==> src/rtl/cs_rx_pkg.sv <==
package cs_rx_pkg;
  localparam int PRE_W  = 2;
  localparam int NFLAGS = 3;

  typedef enum logic [PRE_W-1:0] {
    PRE_BAD_LO = 2'd0,
    PRE_BLOCK  = 2'd1,
    PRE_FRAME  = 2'd2,
    PRE_BAD_HI = 2'd3
  } pre_t;

  localparam int FLG_DONE = 0;
  localparam int FLG_BLK  = 1;
  localparam int FLG_BAD  = 2;
endpackage

==> src/rtl/cs_rx_ptr.sv <==
module cs_rx_ptr #(
  parameter int TOTAL_BITS = 192,
  localparam int PTR_W = $clog2(TOTAL_BITS)
) (
  input  logic             clk,
  input  logic             rst_n,
  input  logic             take,
  input  logic             is_blk,
  input  logic             is_frm,
  output logic [PTR_W-1:0] wr_idx,
  output logic             wr_en,
  output logic             done_evt
);
  logic [PTR_W-1:0] ptr_q;
  logic             at_last;

  assign at_last  = (ptr_q == PTR_W'(TOTAL_BITS - 1));
  assign wr_idx   = is_blk ? '0 : ptr_q;
  assign wr_en    = take & (is_blk | is_frm);
  assign done_evt = take & is_frm & at_last;

  always_ff @(posedge clk or negedge rst_n) begin
    if (!rst_n) begin
      ptr_q <= '0;
    end else if (take && is_blk) begin
      ptr_q <= PTR_W'(1);
    end else if (take && is_frm) begin
      ptr_q <= at_last ? '0 : ptr_q + PTR_W'(1);
    end
  end
endmodule

==> src/rtl/cs_rx_page.sv <==
module cs_rx_page #(
  parameter int WORD_W    = 32,
  parameter int NUM_WORDS = 6,
  parameter int IDX_W     = 8,
  parameter int ADDR_W    = 3,
  localparam int BIT_W = $clog2(WORD_W),
  localparam int SEL_W = IDX_W - BIT_W
) (
  input  logic                        clk,
  input  logic                        rst_n,
  input  logic                        wr_en,
  input  logic [IDX_W-1:0]            wr_idx,
  input  logic                        wr_bit,
  input  logic [ADDR_W-1:0]           rd_addr,
  output logic [WORD_W-1:0]           rd_data,
  output logic [NUM_WORDS*WORD_W-1:0] flat
);
  logic [WORD_W-1:0] words [NUM_WORDS];
  logic [SEL_W-1:0]  word_sel;
  logic [BIT_W-1:0]  bit_sel;

  assign word_sel = wr_idx[IDX_W-1:BIT_W];
  assign bit_sel  = wr_idx[BIT_W-1:0];

  for (genvar g = 0; g < NUM_WORDS; g++) begin : g_word
    always_ff @(posedge clk or negedge rst_n) begin
      if (!rst_n) begin
        words[g] <= '0;
      end else if (wr_en && word_sel == SEL_W'(g)) begin
        words[g][bit_sel] <= wr_bit;
      end
    end
    assign flat[g*WORD_W +: WORD_W] = words[g];
  end

  always_comb begin
    rd_data = '0;
    for (int i = 0; i < NUM_WORDS; i++) begin
      if (rd_addr == ADDR_W'(i)) rd_data = words[i];
    end
  end
endmodule

==> src/rtl/cs_rx_flags.sv <==
module cs_rx_flags #(
  parameter int N = 3
) (
  input  logic         clk,
  input  logic         rst_n,
  input  logic [N-1:0] set_evt,
  input  logic         clr_we,
  input  logic [N-1:0] clr_mask,
  input  logic [N-1:0] irq_en,
  output logic [N-1:0] sts,
  output logic         irq
);
  logic [N-1:0] clr_eff;

  assign clr_eff = clr_we ? clr_mask : '0;

  always_ff @(posedge clk or negedge rst_n) begin
    if (!rst_n) sts <= '0;
    else        sts <= (sts & ~clr_eff) | set_evt;
  end

  assign irq = |(sts & irq_en);
endmodule

==> src/rtl/cs_block_rx.sv <==
module cs_block_rx
  import cs_rx_pkg::*;
#(
  parameter int WORD_W    = 32,
  parameter int NUM_WORDS = 6,
  parameter int ADDR_W    = 3,
  localparam int TOTAL_BITS = WORD_W * NUM_WORDS,
  localparam int IDX_W      = $clog2(TOTAL_BITS)
) (
  input  logic                        clk,
  input  logic                        rst_n,
  input  logic                        rx_en,
  input  logic                        frm_valid,
  output logic                        frm_ready,
  input  logic                        frm_cbit,
  input  logic [1:0]                  frm_pre,
  input  logic [ADDR_W-1:0]           rd_addr,
  output logic [WORD_W-1:0]           rd_data,
  output logic [NUM_WORDS*WORD_W-1:0] cs_words,
  input  logic                        clr_we,
  input  logic [2:0]                  clr_mask,
  input  logic [2:0]                  irq_en,
  output logic [2:0]                  sts,
  output logic                        irq
);
  pre_t             pre;
  logic             take, is_blk, is_frm, is_bad;
  logic             wr_en, done_evt;
  logic [IDX_W-1:0] wr_idx;
  logic [NFLAGS-1:0] set_evt;

  assign frm_ready = 1'b1;
  assign pre    = pre_t'(frm_pre);
  assign take   = frm_valid & frm_ready & rx_en;
  assign is_blk = (pre == PRE_BLOCK);
  assign is_frm = (pre == PRE_FRAME);
  assign is_bad = (pre == PRE_BAD_LO) || (pre == PRE_BAD_HI);

  always_comb begin
    set_evt           = '0;
    set_evt[FLG_DONE] = done_evt;
    set_evt[FLG_BLK]  = take & is_blk;
    set_evt[FLG_BAD]  = take & is_bad;
  end

  cs_rx_ptr #(.TOTAL_BITS(TOTAL_BITS)) u_ptr (
    .clk(clk), .rst_n(rst_n), .take(take), .is_blk(is_blk), .is_frm(is_frm),
    .wr_idx(wr_idx), .wr_en(wr_en), .done_evt(done_evt)
  );

  cs_rx_page #(.WORD_W(WORD_W), .NUM_WORDS(NUM_WORDS), .IDX_W(IDX_W),
               .ADDR_W(ADDR_W)) u_page (
    .clk(clk), .rst_n(rst_n), .wr_en(wr_en), .wr_idx(wr_idx),
    .wr_bit(frm_cbit), .rd_addr(rd_addr), .rd_data(rd_data), .flat(cs_words)
  );

  cs_rx_flags #(.N(NFLAGS)) u_flags (
    .clk(clk), .rst_n(rst_n), .set_evt(set_evt), .clr_we(clr_we),
    .clr_mask(clr_mask), .irq_en(irq_en), .sts(sts), .irq(irq)
  );
endmodule

==> config.mk <==
export PLATFORM = sky130hd
export DESIGN_NAME = cs_block_rx
export DESIGN_NICKNAME = d
export VERILOG_FILES = /design/src/rtl/cs_rx_pkg.sv /design/src/rtl/cs_rx_ptr.sv /design/src/rtl/cs_rx_page.sv /design/src/rtl/cs_rx_flags.sv /design/src/rtl/cs_block_rx.sv
export SDC_FILE = /design/constraint.sdc
export NUM_CORES = 1
export LEC_CHECK = 0
export BUFFER_PORTS_ARGS = -buffer_cell sky130_fd_sc_hd__buf_4
export CELL_PAD_IN_SITES_DETAIL_PLACEMENT = 2
export CELL_PAD_IN_SITES_GLOBAL_PLACEMENT = 2
export CORE_ASPECT_RATIO = 2
export CORE_UTILIZATION = 34
export CTS_BUF_LIST = sky130_fd_sc_hd__clkbuf_16
export CTS_CLUSTER_DIAMETER = 150
export DETAILED_ROUTE_END_ITERATION = 8
export GPL_ROUTABILITY_DRIVEN = 0
export GPL_TIMING_DRIVEN = 0
export PLACE_DENSITY = 0.88
export SLEW_MARGIN = 30
export SYNTH_ARGS = -nofsm -noshare
export SYNTH_HDL_FRONTEND = slang
export SYNTH_SLANG_ARGS = --single-unit
==> constraint.sdc <==
create_clock -name clk -period 2.1 [get_ports clk]
set_input_delay 0.21 -clock clk [delete_from_list [all_inputs] [get_ports clk]]
set_output_delay 0.21 -clock clk [all_outputs]
set_load 0.03 [all_outputs]
# Word-level counts from Yosys, hierarchy flattened
# Index checks and enable logic that the tools add are counted.
dict set report classes {
  shifts 0
  n_mux 19
  eq_ne 14
  div_mod_pow 0
  reduce_logical 15
  bitwise 11
  n_lt_le_gt_ge 2
  n_addsub 1
  mul 0
}
# cell n
set ops {}
lappend ops {{$bwmux W32} 6}
lappend ops {{$mux W32} 6}
lappend ops {{$mux W8} 4}
lappend ops {{$eq A3 B2 Y1 const B} 4}
lappend ops {{$eq A3 B3 Y1 const B} 4}
lappend ops {{$logic_and A1 B1 Y1} 9}
lappend ops {{$add A8 B1 Y8 const B} 1}
lappend ops {{$eq A8 B8 Y1 const B} 1}
lappend ops {{$and A1 B1 Y1} 6}
lappend ops {{$and A3 B3 Y3} 2}
lappend ops {{$eq A3 B1 Y1 const B} 2}
lappend ops {{$logic_not A3 Y1} 2}
lappend ops {{$lt A5 B6 Y1 const B} 1}
lappend ops {{$demux W1 S5} 1}
lappend ops {{$ge A5 B1 Y1 const B} 1}
lappend ops {{$eq A2 B2 Y1 const B} 2}
lappend ops {{$mux W3} 1}
lappend ops {{$not A3 Y3} 1}
lappend ops {{$or A3 B3 Y3} 1}
lappend ops {{$reduce_or A3 Y1} 1}
lappend ops {{$eq A2 B1 Y1 const B} 1}
lappend ops {{$logic_not A2 Y1} 1}
lappend ops {{$reduce_bool A2 Y1} 1}
lappend ops {{$logic_or A1 B1 Y1} 1}
lappend ops {{2 further kinds} 2}
dict set report word_totals {
  ramBits 0
  out_inout_bits 229
  elab_cells 70
  mem_count 0
  latch_bits 0
  mem_bits_ro 0
  regBits 203
  inputBits 17
}

# Logic depth before layout (Yosys ltp)
# Gate-level depths: netlist of the first run.
dict set report depth {
  depth_word 7
  mapped_depth 8
  ltp_nobuf 6
}

# Hierarchy
# A second synthesis of the first run with hierarchy kept.
dict set report hier_totals {
  hier_cells 1058
  area_unflattened_um2 11250.8
}
# mod area_per_inst_um2 instances cells_per_inst seq_area_each_um2
set modules_own_cells {}
lappend modules_own_cells {cs_rx_page 10545.1 1 979 4804.6}
lappend modules_own_cells {cs_rx_ptr 520.5 1 59 200.2}
lappend modules_own_cells {cs_rx_flags 122.6 1 11 75.1}
lappend modules_own_cells {cs_block_rx 62.6 1 9 0.0}

# Worst setup path after synthesis of the first run
# Ideal clock, no wire load.
dict set report synth_timing {
  path_kind {input to output}
  startpoint {in rd_addr[0]}
  endpoint {out rd_data[10]}
  slack_ns 0.290
  n_path_buf 3
  path_stages 5
  required_ns 1.890
  t_arrival_ns 1.600
  path_cell_list {buf_2 -> buf_2 -> buf_2 -> mux2i_1 -> o22ai_1}
}
dict set report synth_between {
  elab_chain_cells 7
  word_cells_on_any_way 12
  cone_classes {eq/ne: 5; mux: 6; reduce/logical: 1}
}
# item line
set synth_rtl {}
lappend synth_rtl {{start, declared} cs_block_rx.sv:17} ;# input logic [ADDR_W-1:0] rd_addr,
lappend synth_rtl {{$logic_not A3 Y1} cs_rx_page.sv:39} ;# if (rd_addr == ADDR_W'(i)) rd_data = words[i];
lappend synth_rtl {{$mux W32 (5 in a row)} cs_rx_page.sv:39}
lappend synth_rtl {{$mux W32 *} cs_rx_page.sv:39}
lappend synth_rtl {{end, declared} cs_block_rx.sv:18} ;# output logic [WORD_W-1:0] rd_data,
# Mark *: on every way between the ends. The rest lies on a longest branch, timed or not.

# Worst setup path in the final report of the first run
dict set report layout_timing {
  startpoint {reg u_ptr.ptr_q[7]}
  endpoint {reg u_page.words, in the netlist u_page.flat[148]}
}
dict set report layout_between {
  elab_chain_cells 3
}
# item line
set layout_rtl {}
lappend layout_rtl {{start, declared} cs_rx_ptr.sv:14} ;# logic [PTR_W-1:0] ptr_q;
lappend layout_rtl {{start signal, assigned} cs_rx_ptr.sv:28} ;# ptr_q <= at_last ? '0 : ptr_q + PTR_W'(1);
lappend layout_rtl {{$mux W8} cs_rx_ptr.sv:18} ;# assign wr_idx = is_blk ? '0 : ptr_q;
lappend layout_rtl {{$eq A3 B3 Y1} cs_rx_page.sv:29} ;# end else if (wr_en && word_sel == SEL_W'(g)) begin
lappend layout_rtl {{$logic_and A1 B1 Y1} cs_rx_page.sv:29}
lappend layout_rtl {{end signal, assigned by index} cs_rx_page.sv:30} ;# words[g][bit_sel] <= wr_bit;
lappend layout_rtl {{end, declared} cs_rx_page.sv:18} ;# logic [WORD_W-1:0] words [NUM_WORDS];
# Every way passes these cells.
# A chain may end at the register's enable or synchronous reset.

==> metrics.md, run 1 <==
| Metric | Value |
|---|---|
| Hold path start | clr_mask[2] |
| Minimum setup slack among reg-to-reg paths | -0.08 ns |
| Final WL | 56500 um |
| Die height | 250 um |
| Count leader, synth | dfrtp_1 |
| Post-synth top cells | dfrtp_1, nor2_1, mux2_2 |
| Initial core utilization | 0.346 |
| Multi-input combinational cell area | 0.00505 sq mm |
| Ports | 246 |
| Latest clock arrival within the worst-skew pair | 0.52 ns |
| CTS tree | yes |
| Syn Inst Count | 1032 |
| Die X | 126 um |
| TritonRoute pass-1 iters | 5 |
| Period utilization | 1.04 |
| Fmax | 459 MHz |
| Violated checks | setup timing |
| Gr ovfl total | 0 |
| Final min period | 2.18 ns |
| Final hold vios | 0 |
| Yosys warnings | 0 |
| Post-Syn Area | 0.0105 sq mm |
| Relative slew slack | 0.336 |
| CP Class | reg2reg |
| Post-synth EDFFs | 0 |
| Crit end category | flip-flop |
| Post-synthesis register bit count | 203 |
| Status | complete, but fails checks |
| Final nets | 1332 |
| CP max FO | 10 |
| Arr. time, crit path | 2.57 ns |
| Remaining DRCs | 0 |
| Distinct cell type count after synthesis | 46 |
| Hold Slack | 0.00000758 ns |
| Worst endpoint required time | 2.50 ns |
| Setup TNS | -0.918 ns |
| Die Area | 0.0315 sq mm |
| Placement Setup Slack | -0.646 ns |
| Vias per cell | 6.16 |
| CORE AREA | 0.0302 sq mm |
| Reg-to-reg startpoint | u_ptr.ptr_q[7] |
| Largest cells by area after synthesis | dfrtp_1, mux2_2, nor2_1 |
| Measured slew at the worst slew-check pin | 0.996 ns |
| Number of global-route vias before repair | 11700 |
| Yosys top cell by area | dfrtp_1 |
| Avg WL per Cell | 33.3 um |
| Sequential area share after synthesis | 0.486 |
| Initial antenna violation count | 1 |
| PortBufs | 240 |
| Placed instance area | 0.0128 sq mm |
| Fraction of layout cells with a size suffix above 1 | 0.380 |
| PD cells | 747 mW/mm^2 |
| Crit start category | flip-flop |
| Top FF cell, synth | dfrtp_1 |
| Num CTS Buffers | 21 |
| Clock Tree Root | clkbuf_16 |
| DPL Wire Length | 36600 um |
| Rows | 90 |
| Initial DRC count | 797 |
| Hold path cells | 4 |
| Worst Setup Slack, final | -0.0763 ns |
| Ys async rst share | 1.00 |
| Worst-path clk slew | 0.07 ns |
| Final Max Slew Viols | 0 |
| Pwr Total | 10.3 mW |
| H-Tree Depth | 1 |
| Avg Inst Size Synth | 10.1 sq um |
| Global Route Usage Sum | 0.340 |
| Post-DRT Antenna Nets | 0 |
| First-pass GRT wire length | 78500 um |
| Clk_skew | 0.0166 ns |
| Leakage power | 6.77 nW |
| Min-Delay Path Class | in2reg |
| Total of max-cap violations | 0 |
| Largest net degree at the start of global routing | 80 |
| Post-synth top area share | 0.486 |
| Worst-case clock buffer depth | 3 |
| Fillers | 3163 |
| Area Overhead vs Synth | 31.4% |
| Worst Hold Endpoint | u_flags.sts[2] |
| Worst R2R End | u_page.flat[148] |
| Final instance area | 0.0137 sq mm |
| Cells on worst reg2reg path | 5 |
| Synthesized net count | 1052 |
| Clock sinks | 203 |
| Setup violations, final | 29 |
| Reg area | 0.00508 sq mm |
| DR vias | 10400 |
| Max VDD drop | 487 uV |
==> layout make-up <==
class / instances / share of cell area
Antenna cell: 1 / 0.000182
Timing Repair Buffer: 260 / 0.147
Inverter: 27 / 0.00738
Multi-Input combinational cell: 723 / 0.368
Buffer: 76 / 0.0266
Tap cell: 368 / 0.0335
Sequential cell: 203 / 0.370
Clock buffer: 21 / 0.0383
Clock inverter: 15 / 0.00875
==> logic make-up (layout without fill, tap and decap cells) <==
group           after synthesis  count (layout)  synth area share
compound gates              126             126            0.0691
xor+xnor                      6               6           0.00503
simple gates                397             397             0.172
other cells                   1               2          0.000359
mux                         190             190             0.222
flops                       203             203             0.486
fa+ha+maj                     3               3           0.00359
buf+inv                     106             399            0.0420
==> power by group <==
part,switching [mW],total [mW],leakage (nW),internal (mW)
Combinational,1.48,2.15,3.63,0.663
Clock,1.78,3.85,0.329,2.07
Sequential,0.209,4.27,2.81,4.06
Total,3.47,10.3,6.77,6.79
==> timing repair <==
item / CTS / global route
setup buffers: 8 / 6
hold buffers: 4 / 0
hold endpoints to repair: 79 / 0
resized for setup: 25 / 30
gates cloned: 0 / 0
endpoints found under the setup margin: 212 / 143
pin swaps: 1 / 2
==> sequential cells by signal, indices dropped and copies added, names as in the netlist <==
signal,cells
u_ptr.ptr_q,8
u_flags.sts,3
u_page.flat,192
==> layout by cell type, fill, tap and decap left out, types with 11 or more instances in the layout <==
| master | Yosys | routed |
|---|---|---|
| o22ai_1 | 21 | 20 |
| nand3_1 | 69 | 68 |
| mux2_2 | 124 | 124 |
| nor2_1 | 163 | 156 |
| buf_2 | 27 | 24 |
| buf_4 | 2 | 257 |
| nand2_1 | 120 | 119 |
| clkbuf_1 | 50 | 36 |
| a21oi_1 | 11 | 11 |
| inv_1 | 27 | 30 |
| mux4_2 | 21 | 21 |
| o21ai_0 | 70 | 70 |
| dfrtp_1 | 203 | 199 |
| clkbuf_16 | 0 | 21 |
| mux2i_1 | 43 | 43 |
==> worst max-delay path by stage <==
stage / cells after the start / to / start / slack [ns]
after floorplan: 5 / rd_data[10] / rd_addr[0] / 0.29
after global placement: 1 / u_page.flat[35] / rst_n / -0.71
after detailed placement: 7 / u_page.flat[66] / frm_pre[0] / -0.65
after CTS: 4 / u_page.flat[80] / u_ptr.ptr_q[2] / 0.007
after global routing: 5 / u_ptr.ptr_q[4] / u_ptr.ptr_q[2] / -0.09
final: 5 / u_page.flat[148] / u_ptr.ptr_q[7] / -0.08
==> metal layers <==
metal | up-vias | global-route usage | wire (um)
met5 | - | 0 | 0
met2 | 656 | 0.609 | 29300
met3 | 283 | 0.0463 | 3500
met4 | 0 | 0.305 | 5570
li1 | 4137 | - | -
met1 | 5365 | 0.339 | 18100
==> critical path: stages (launching register included) <==
cell and delay (ns):
dfrtp_1 0.45, nor2b_1 0.38, nand3b_1 0.30, buf_2 0.33, nor2_1 0.21, mux2_2 0.37
==> through the flow <==
stage | util | instances
2_1_floorplan | - | 1032
3_3_place_gp | 0.421 | 1640
3_5_place_dp | 0.424 | 1642
4_1_cts | 0.451 | 1689
5_1_grt | 0.455 | 1694
6_report | 0.455 | 1694
(Power assumes the default switching activity.)
==> inputs of run 2 (changes only) <==
--- a/config.mk
+++ b/config.mk
@@ -9,6 +9,7 @@
 export CELL_PAD_IN_SITES_DETAIL_PLACEMENT = 2
 export CELL_PAD_IN_SITES_GLOBAL_PLACEMENT = 2
 export CORE_ASPECT_RATIO = 2
+export CORE_MARGIN = 2
 export CORE_UTILIZATION = 34
 export CTS_BUF_LIST = sky130_fd_sc_hd__clkbuf_16
 export CTS_CLUSTER_DIAMETER = 150
==> run 2 against run 1 <==
The flow still finishes with violations (setup timing). Core utilization fell by 0.10 points. Critical path type is now reg2out. Die area rose by 2.4%. Flip-flop and latch count did not move. Critical path depth did not move. Final cell count fell by 0.12%. Clock skew fell by 0.0025 ns.
==> metrics.md, run 2 (synthesis results as in run 1) <==
| Metric | Value |
|---|---|
| Status | complete, but fails checks (unchanged) |
| Violated checks | setup timing (unchanged) |
| Rows | 90 (unchanged) |
| Largest stage delay, worst path | 0.45 ns (about the same) |
| Worst-case clock buffer depth | 3 (unchanged) |
| Die X | 128 um (was 126 um) |
| GR met1 Demand/Resource | 0.341 (was 0.339) |
| Setup violations, final | 17 (was 29) |
| Avg WL per Cell | 34.3 um (was 33.3 um) |
| Critical Path Stages | 5 (unchanged) |
| H-Tree Depth | 1 (unchanged) |
| Most common cell after layout, fill and taps aside | buf_4 (unchanged) |
| Pwr Total | 10.1 mW (was 10.3 mW) |
| CORE AREA | 0.0302 sq mm (unchanged) |
| Final nets | 1333 (was 1332) |
| Placed instance area | 0.0128 sq mm (unchanged) |
| Unrepaired setup endpoints after global routing | true |
| GRT busiest layer | met2 (unchanged) |
| Setup TNS | -0.661 ns (was -0.918 ns) |
| Max VDD drop | 568 uV (was 487 uV) |
| Minimum setup slack among reg-to-reg paths | -0.08 ns (about the same) |
| Crit start category | flip-flop (unchanged) |
| Arr. time, crit path | 2.06 ns (was 2.57 ns) |
| Relative slew slack | 0.316 (was 0.336) |
| DPL Wire Length | 36400 um (was 36600 um) |
| Fillers | 3214 (was 3163) |
| CP Buf/Inv Count | 1 (unchanged) |
| Cells after DPL | 1642 (unchanged) |
| Fmax | 440 MHz (was 459 MHz) |
| Hold path cells | 4 (unchanged) |
| Largest net degree at the start of global routing | 82 (was 80) |
| Final WL | 58100 um (was 56500 um) |
| Worst endpoint required time | 1.89 ns (was 2.50 ns) |
| CP max FO | 3 (was 10) |
| Total of max-cap violations | 0 (unchanged) |
| Final Max Slew Viols | 0 (unchanged) |
| Final hold vios | 0 (unchanged) |
| Reg-to-reg startpoint | u_ptr.ptr_q[3] (was u_ptr.ptr_q[7]) |
| Latest clock arrival within the worst-skew pair | 0.53 ns (was 0.52 ns) |
| CP Class | reg2out (was reg2reg) |
| Ant. Diodes | 0 (was 1) |
| Min-Delay Path Class | in2reg (unchanged) |
| Placement Setup Slack | -0.747 ns (was -0.646 ns) |
| Vias per cell | 6.14 (was 6.16) |
| Remaining DRCs | 0 (unchanged) |
| Clock Tree Root | clkbuf_16 (unchanged) |
| Leakage power | 6.77 nW (about the same) |
| First-pass GRT wire length | 78800 um (was 78500 um) |
| Crit end category | output port (was flip-flop) |
| Non-filler cells, final | 1692 (was 1694) |
| Fraction of layout cells with a size suffix above 1 | 0.384 (was 0.380) |
| Clk_skew | 0.0141 ns (was 0.0166 ns) |
| Most frequent cells in the layout | buf_4, dfrtp_1, nor2_1, mux2_2, nand2_1 (unchanged) |
| PD cells | 735 mW/mm^2 (was 747 mW/mm^2) |
| Global-route met2 utilization | 0.601 (was 0.609) |
| Die Area | 0.0323 sq mm (was 0.0315 sq mm) |
| Clock sinks | 203 (unchanged) |
| Worst R2R End | u_page.flat[133] (was u_page.flat[148]) |
| Worst Hold Endpoint | u_flags.sts[0] (was u_flags.sts[2]) |
| M3 GR Usage | 0.0528 (was 0.0463) |
| Post-DRT Antenna Nets | 0 (unchanged) |
| Slowest CP cell | dfrtp_1 (unchanged) |
| Measured slew at the worst slew-check pin | 1.03 ns (was 0.996 ns) |
| TritonRoute pass-1 iters | 5 (unchanged) |
| Final min period | 2.27 ns (was 2.18 ns) |
| Die height | 252 um (was 250 um) |
| Top delay family on crit path | compound AO/OA/AOI/OAI gates (was simple AND/OR/NAND/NOR gates) |
| Period utilization | 1.08 (was 1.04) |
| Gr ovfl total | 0 (unchanged) |
| Initial antenna violation count | 0 (was 1) |
| Area Overhead vs Synth | 31.1% (was 31.4%) |
| Worst Setup Slack, final | -0.174 ns (was -0.0763 ns) |
| Worst-path clk slew | 0.08 ns (was 0.07 ns) |
| Number of global-route vias before repair | 11500 (was 11700) |
| Hold path start | clr_we (was clr_mask[2]) |
| Share of the core filled with cells | 0.454 (was 0.455) |
| Cells on worst reg2reg path | 6 (was 5) |
| DR vias | 10400 (about the same) |
| Critical path cell sequence | mux2i_1 > nor2_1 > a21oi_1 > o221ai_1 > buf_4 (was nor2b_1 > nand3b_1 > buf_2 > nor2_1 > mux2_2) |
| Hold Slack | 0.0251 ns (was 0.00000758 ns) |
| Final instance area | 0.0137 sq mm (about the same) |
| Num CTS Buffers | 19 (was 21) |
| Ports | 246 (unchanged) |
| Initial core utilization | 0.346 (unchanged) |
| Initial DRC count | 759 (was 797) |
| CTS tree | yes (unchanged) |
| Max FFs per register | 192 (unchanged) |
| Global Route Usage Sum | 0.335 (was 0.340) |
| PortBufs | 240 (unchanged) |
run 2: changes by cell type in the layout (fill, tap and decap cells not counted), moves of 2 or more:
cell,before,now
inv_1,30,32
clkbuf_16,21,19
clkbuf_1,36,33
clkbuf_2,5,13
buf_2,24,19
clkinv_1,5,3
run 2: area by class of cell:
type / instances / area, sq um / area share
buffer: 76 / 370 / 0.0270
clock buffer: 19 / 475 / 0.0347
clock inverter: 13 / 108 / 0.00785
inverter: 27 / 101 / 0.00740
multi-input combinational: 723 / 5050 / 0.369
sequential: 203 / 5090 / 0.371
tap: 368 / 460 / 0.0336
timing repair buffer: 263 / 2050 / 0.149
run 2: routing by layer:
layer  wire length, um  part of all wire  up-vias
met2             31000              0.53      608
li1                  -                 -     4132
met3              3620             0.062      256
met1             19000              0.33     5392
met4              4520             0.078        0
met5                 0                 0        -
run 2: report_power, final:
part	total (mW)	leakage [nW]	switching [mW]	internal (mW)
Combinational	2.14	3.65	1.48	0.665
Sequential	4.29	2.81	0.225	4.07
Clock	3.64	0.308	1.74	1.89
run 2: timing repair:
action                                  in CTS  in global routing
endpoints found under the setup margin     209                136
pin swaps                                    2                  1
setup buffers                               12                  4
resized for setup                           29                 35
cloned                                       0                  0
endpoints found under the hold margin       45                  0
hold buffers                                 5                  0
run 2: tightest hold or removal path, stage by stage:
cell and delay [ns]:
buf_4 0.10, nand2_1 0.06, nand2_1 0.07, o21ai_0 0.07
run 2: worst max-delay path by stage:
| stage | start | to | slack [ns] |
|---|---|---|---|
| floorplan | rd_addr[0] | rd_data[10] | 0.29 |
| global placement | frm_pre[0] | u_page.flat[34] | -0.75 |
| detailed placement | frm_pre[0] | u_page.flat[130] | -0.75 |
| CTS | u_page.flat[0] | rd_data[0] | 0.004 |
| global route | u_page.flat[33] | rd_data[1] | -0.17 |
| finish | u_page.flat[1] | rd_data[1] | -0.17 |
==> inputs of run 3 (changes only) <==
--- a/config.mk
+++ b/config.mk
@@ -17,6 +17,7 @@
 export GPL_ROUTABILITY_DRIVEN = 0
 export GPL_TIMING_DRIVEN = 0
 export PLACE_DENSITY = 0.88
+export REMOVE_ABC_BUFFERS = 1
 export SLEW_MARGIN = 30
 export SYNTH_ARGS = -nofsm -noshare
 export SYNTH_HDL_FRONTEND = slang
==> run 3 against run 2 <==
The run still ends with setup timing left. Global-route usage is 5.5 points lower. Die area unchanged. Clock power rose by 2%. Combinational power is 14% lower. Worst hold slack gained 0.052 ns.
==> metrics.md, run 3 (synthesis results as in run 1) <==
| Metric | Value |
|---|---|
| Share of the core filled with cells | 0.455 (was 0.454) |
| Area Overhead vs Synth | 31.2% (was 31.1%) |
| Final Max Slew Viols | 0 (unchanged) |
| Clk_skew | 0.0119 ns (was 0.0141 ns) |
| Most common cell after layout, fill and taps aside | buf_4 (unchanged) |
| Fraction of layout cells with a size suffix above 1 | 0.383 (was 0.384) |
| Num CTS Buffers | 20 (was 19) |
| Most frequent cells in the layout | buf_4, dfrtp_1, nor2_1, mux2_2, nand2_1 (unchanged) |
| Setup violations, final | 21 (was 17) |
| Latest clock arrival within the worst-skew pair | 0.52 ns (was 0.53 ns) |
| Clock sinks | 203 (unchanged) |
| Hold path cells | 3 (was 4) |
| Arr. time, crit path | 2.60 ns (was 2.06 ns) |
| Avg WL per Cell | 28.0 um (was 34.3 um) |
| Cells after DPL | 1579 (was 1642) |
| Top delay family on crit path | simple AND/OR/NAND/NOR gates (was compound AO/OA/AOI/OAI gates) |
| Fillers | 3198 (was 3214) |
| DR vias | 9373 (was 10400) |
| Largest stage delay, worst path | 0.50 ns (was 0.45 ns) |
| Vias per cell | 5.70 (was 6.14) |
| Sequential Power Share | 0.443 (was 0.426) |
| Die Area | 0.0323 sq mm (unchanged) |
| CP Buf/Inv Count | 2 (was 1) |
| CTS tree | yes (unchanged) |
| PortBufs | 244 (was 240) |
| Relative slew slack | 0.503 (was 0.316) |
| Slowest CP cell | nor2b_2 (was dfrtp_1) |
| Worst Setup Slack, final | -0.0989 ns (was -0.174 ns) |
| Crit start category | flip-flop (unchanged) |
| Die height | 252 um (unchanged) |
| Max FFs per register | 192 (unchanged) |
| Final hold vios | 0 (unchanged) |
| CP Class | reg2reg (was reg2out) |
| CORE AREA | 0.0302 sq mm (unchanged) |
| Initial antenna violation count | 0 (unchanged) |
| PD cells | 725 mW/mm^2 (was 735 mW/mm^2) |
| Die X | 128 um (unchanged) |
| Max VDD drop | 571 uV (was 568 uV) |
| Final WL | 46000 um (was 58100 um) |
| Global Route Usage Sum | 0.280 (was 0.335) |
| Total of max-cap violations | 0 (unchanged) |
| Number of global-route vias before repair | 10700 (was 11500) |
| Remaining DRCs | 0 (unchanged) |
| DPL Wire Length | 29900 um (was 36400 um) |
| Clk pwr share | 0.373 (was 0.361) |
| Fmax | 455 MHz (was 440 MHz) |
| Final nets | 1281 (was 1333) |
| Initial core utilization | 0.346 (unchanged) |
| NetSw | 3.16 mW (was 3.45 mW) |
| H-Tree Depth | 1 (unchanged) |
| Pwr Total | 9.94 mW (was 10.1 mW) |
| Worst-path clk slew | 0.07 ns (was 0.08 ns) |
| Gr ovfl total | 0 (unchanged) |
| Cells on worst reg2reg path | 6 (unchanged) |
| Critical path cell sequence | nor2b_2 > nand3b_1 > buf_6 > buf_6 > nor2_1 > mux2_2 (was mux2i_1 > nor2_1 > a21oi_1 > o221ai_1 > buf_4) |
| Clock Tree Root | clkbuf_16 (unchanged) |
| Largest net degree at the start of global routing | 127 (was 82) |
| Combinational Power Share | 0.184 (was 0.213) |
| Worst endpoint required time | 2.50 ns (was 1.89 ns) |
| Period utilization | 1.05 (was 1.08) |
| Unrepaired setup endpoints after global routing | true (unchanged) |
| Post-DRT Antenna Nets | 0 (unchanged) |
| Final min period | 2.20 ns (was 2.27 ns) |
| TritonRoute pass-1 iters | 4 (was 5) |
| Critical Path Most Common Cell | buf_6 |
| CP max FO | 15 (was 3) |
| Rows | 90 (unchanged) |
| Critical Path Stages | 6 (was 5) |
| Leakage power | 6.71 nW (was 6.77 nW) |
| Ports | 246 (unchanged) |
| Crit end category | flip-flop (was output port) |
| Setup TNS | -0.645 ns (was -0.661 ns) |
| Sw Ratio | 0.318 (was 0.342) |
| Internal Power | 6.79 mW (was 6.62 mW) |
| Min-Delay Path Class | in2reg (unchanged) |
| Violated checks | setup timing (unchanged) |
| First-pass GRT wire length | 68100 um (was 78800 um) |
| Status | complete, but fails checks (unchanged) |
| Worst-case clock buffer depth | 3 (unchanged) |
| Measured slew at the worst slew-check pin | 0.745 ns (was 1.03 ns) |
| Ant. Diodes | 0 (unchanged) |
| Initial DRC count | 540 (was 759) |
| Non-filler cells, final | 1643 (was 1692) |
[run 3: changes by cell type in the layout (fill, tap and decap cells not counted), sizes merged]
cell,change
buf,-6
clkbuf,-50
clkinv,+7
dlygate4sd3,+2
inv,-5
nand2b,+1
nand3,+2
[run 3: path summary, 6_finish.rpt]
check                      slack (ns)              from                to
min in group asynchronous        0.19             rst_n   u_page.flat[50]
hold reg to reg                  0.54  u_page.flat[118]  u_page.flat[118]
setup / recovery                 -0.1    u_ptr.ptr_q[7]  u_page.flat[131]
setup reg to reg                 -0.1    u_ptr.ptr_q[7]  u_page.flat[131]
hold / removal                   0.08             rx_en    u_flags.sts[2]
max in group asynchronous        1.11             rst_n    u_page.flat[4]
[run 3: routing by layer]
metal	global-route usage	up-vias	part of all wire
met5	0	-	0
met4	0.138	0	0.055
met3	0.0384	100	0.040
met2	0.530	291	0.55
met1	0.299	4944	0.35
li1	-	4038	-
[run 3: through the flow]
| step | area [sq um] | worst slack (ns) | hold WS, ns |
|---|---|---|---|
| final | 13700 | -0.0989 | 0.0766 |
| after global routing | 13700 | -0.166 | 0.0964 |
| after CTS | 13700 | -0.0130 | 0.0429 |
| after detailed placement | 12700 | -0.876 | 0.148 |
| after global placement | 12400 | -2.18 | 0.475 |
| after floorplan | 10100 | -0.330 | -0.0856 |
[run 3: power groups by stage]
stage | Clock [mW] | Combinational, mW | Sequential [mW]
floorplan | 0 | 0.611 | 4.56
global placement | 0 | 1.57 | 4.40
detailed placement | 0 | 1.66 | 4.42
CTS | 3.78 | 1.82 | 4.39
global route | 3.89 | 1.94 | 4.43
finish | 3.71 | 1.83 | 4.40
[run 3: tightest hold or removal path, cell delays in order]
cell     delay, ns
buf_4         0.13
nand2_1       0.11
o21ai_0       0.09
[run 3: repair_timing]
action | in CTS | in global routing
gates cloned | 1 | 2
pin swaps | 3 | 2
hold endpoints to repair | 48 | 0
hold buffers | 7 | 0
buffers inserted | 17 | 1
endpoints found under the setup margin | 209 | 94
gates resized for setup | 27 | 7
[run 3: area by class of cell]
type	count	area [sq um]	share of cell area
clock inverter	15	113	0.00821
tap	368	460	0.0336
timing repair buffer	283	2290	0.167
sequential	203	5090	0.371
inverter	27	101	0.00739
multi-input combinational	726	5140	0.375
clock buffer	21	526	0.0383
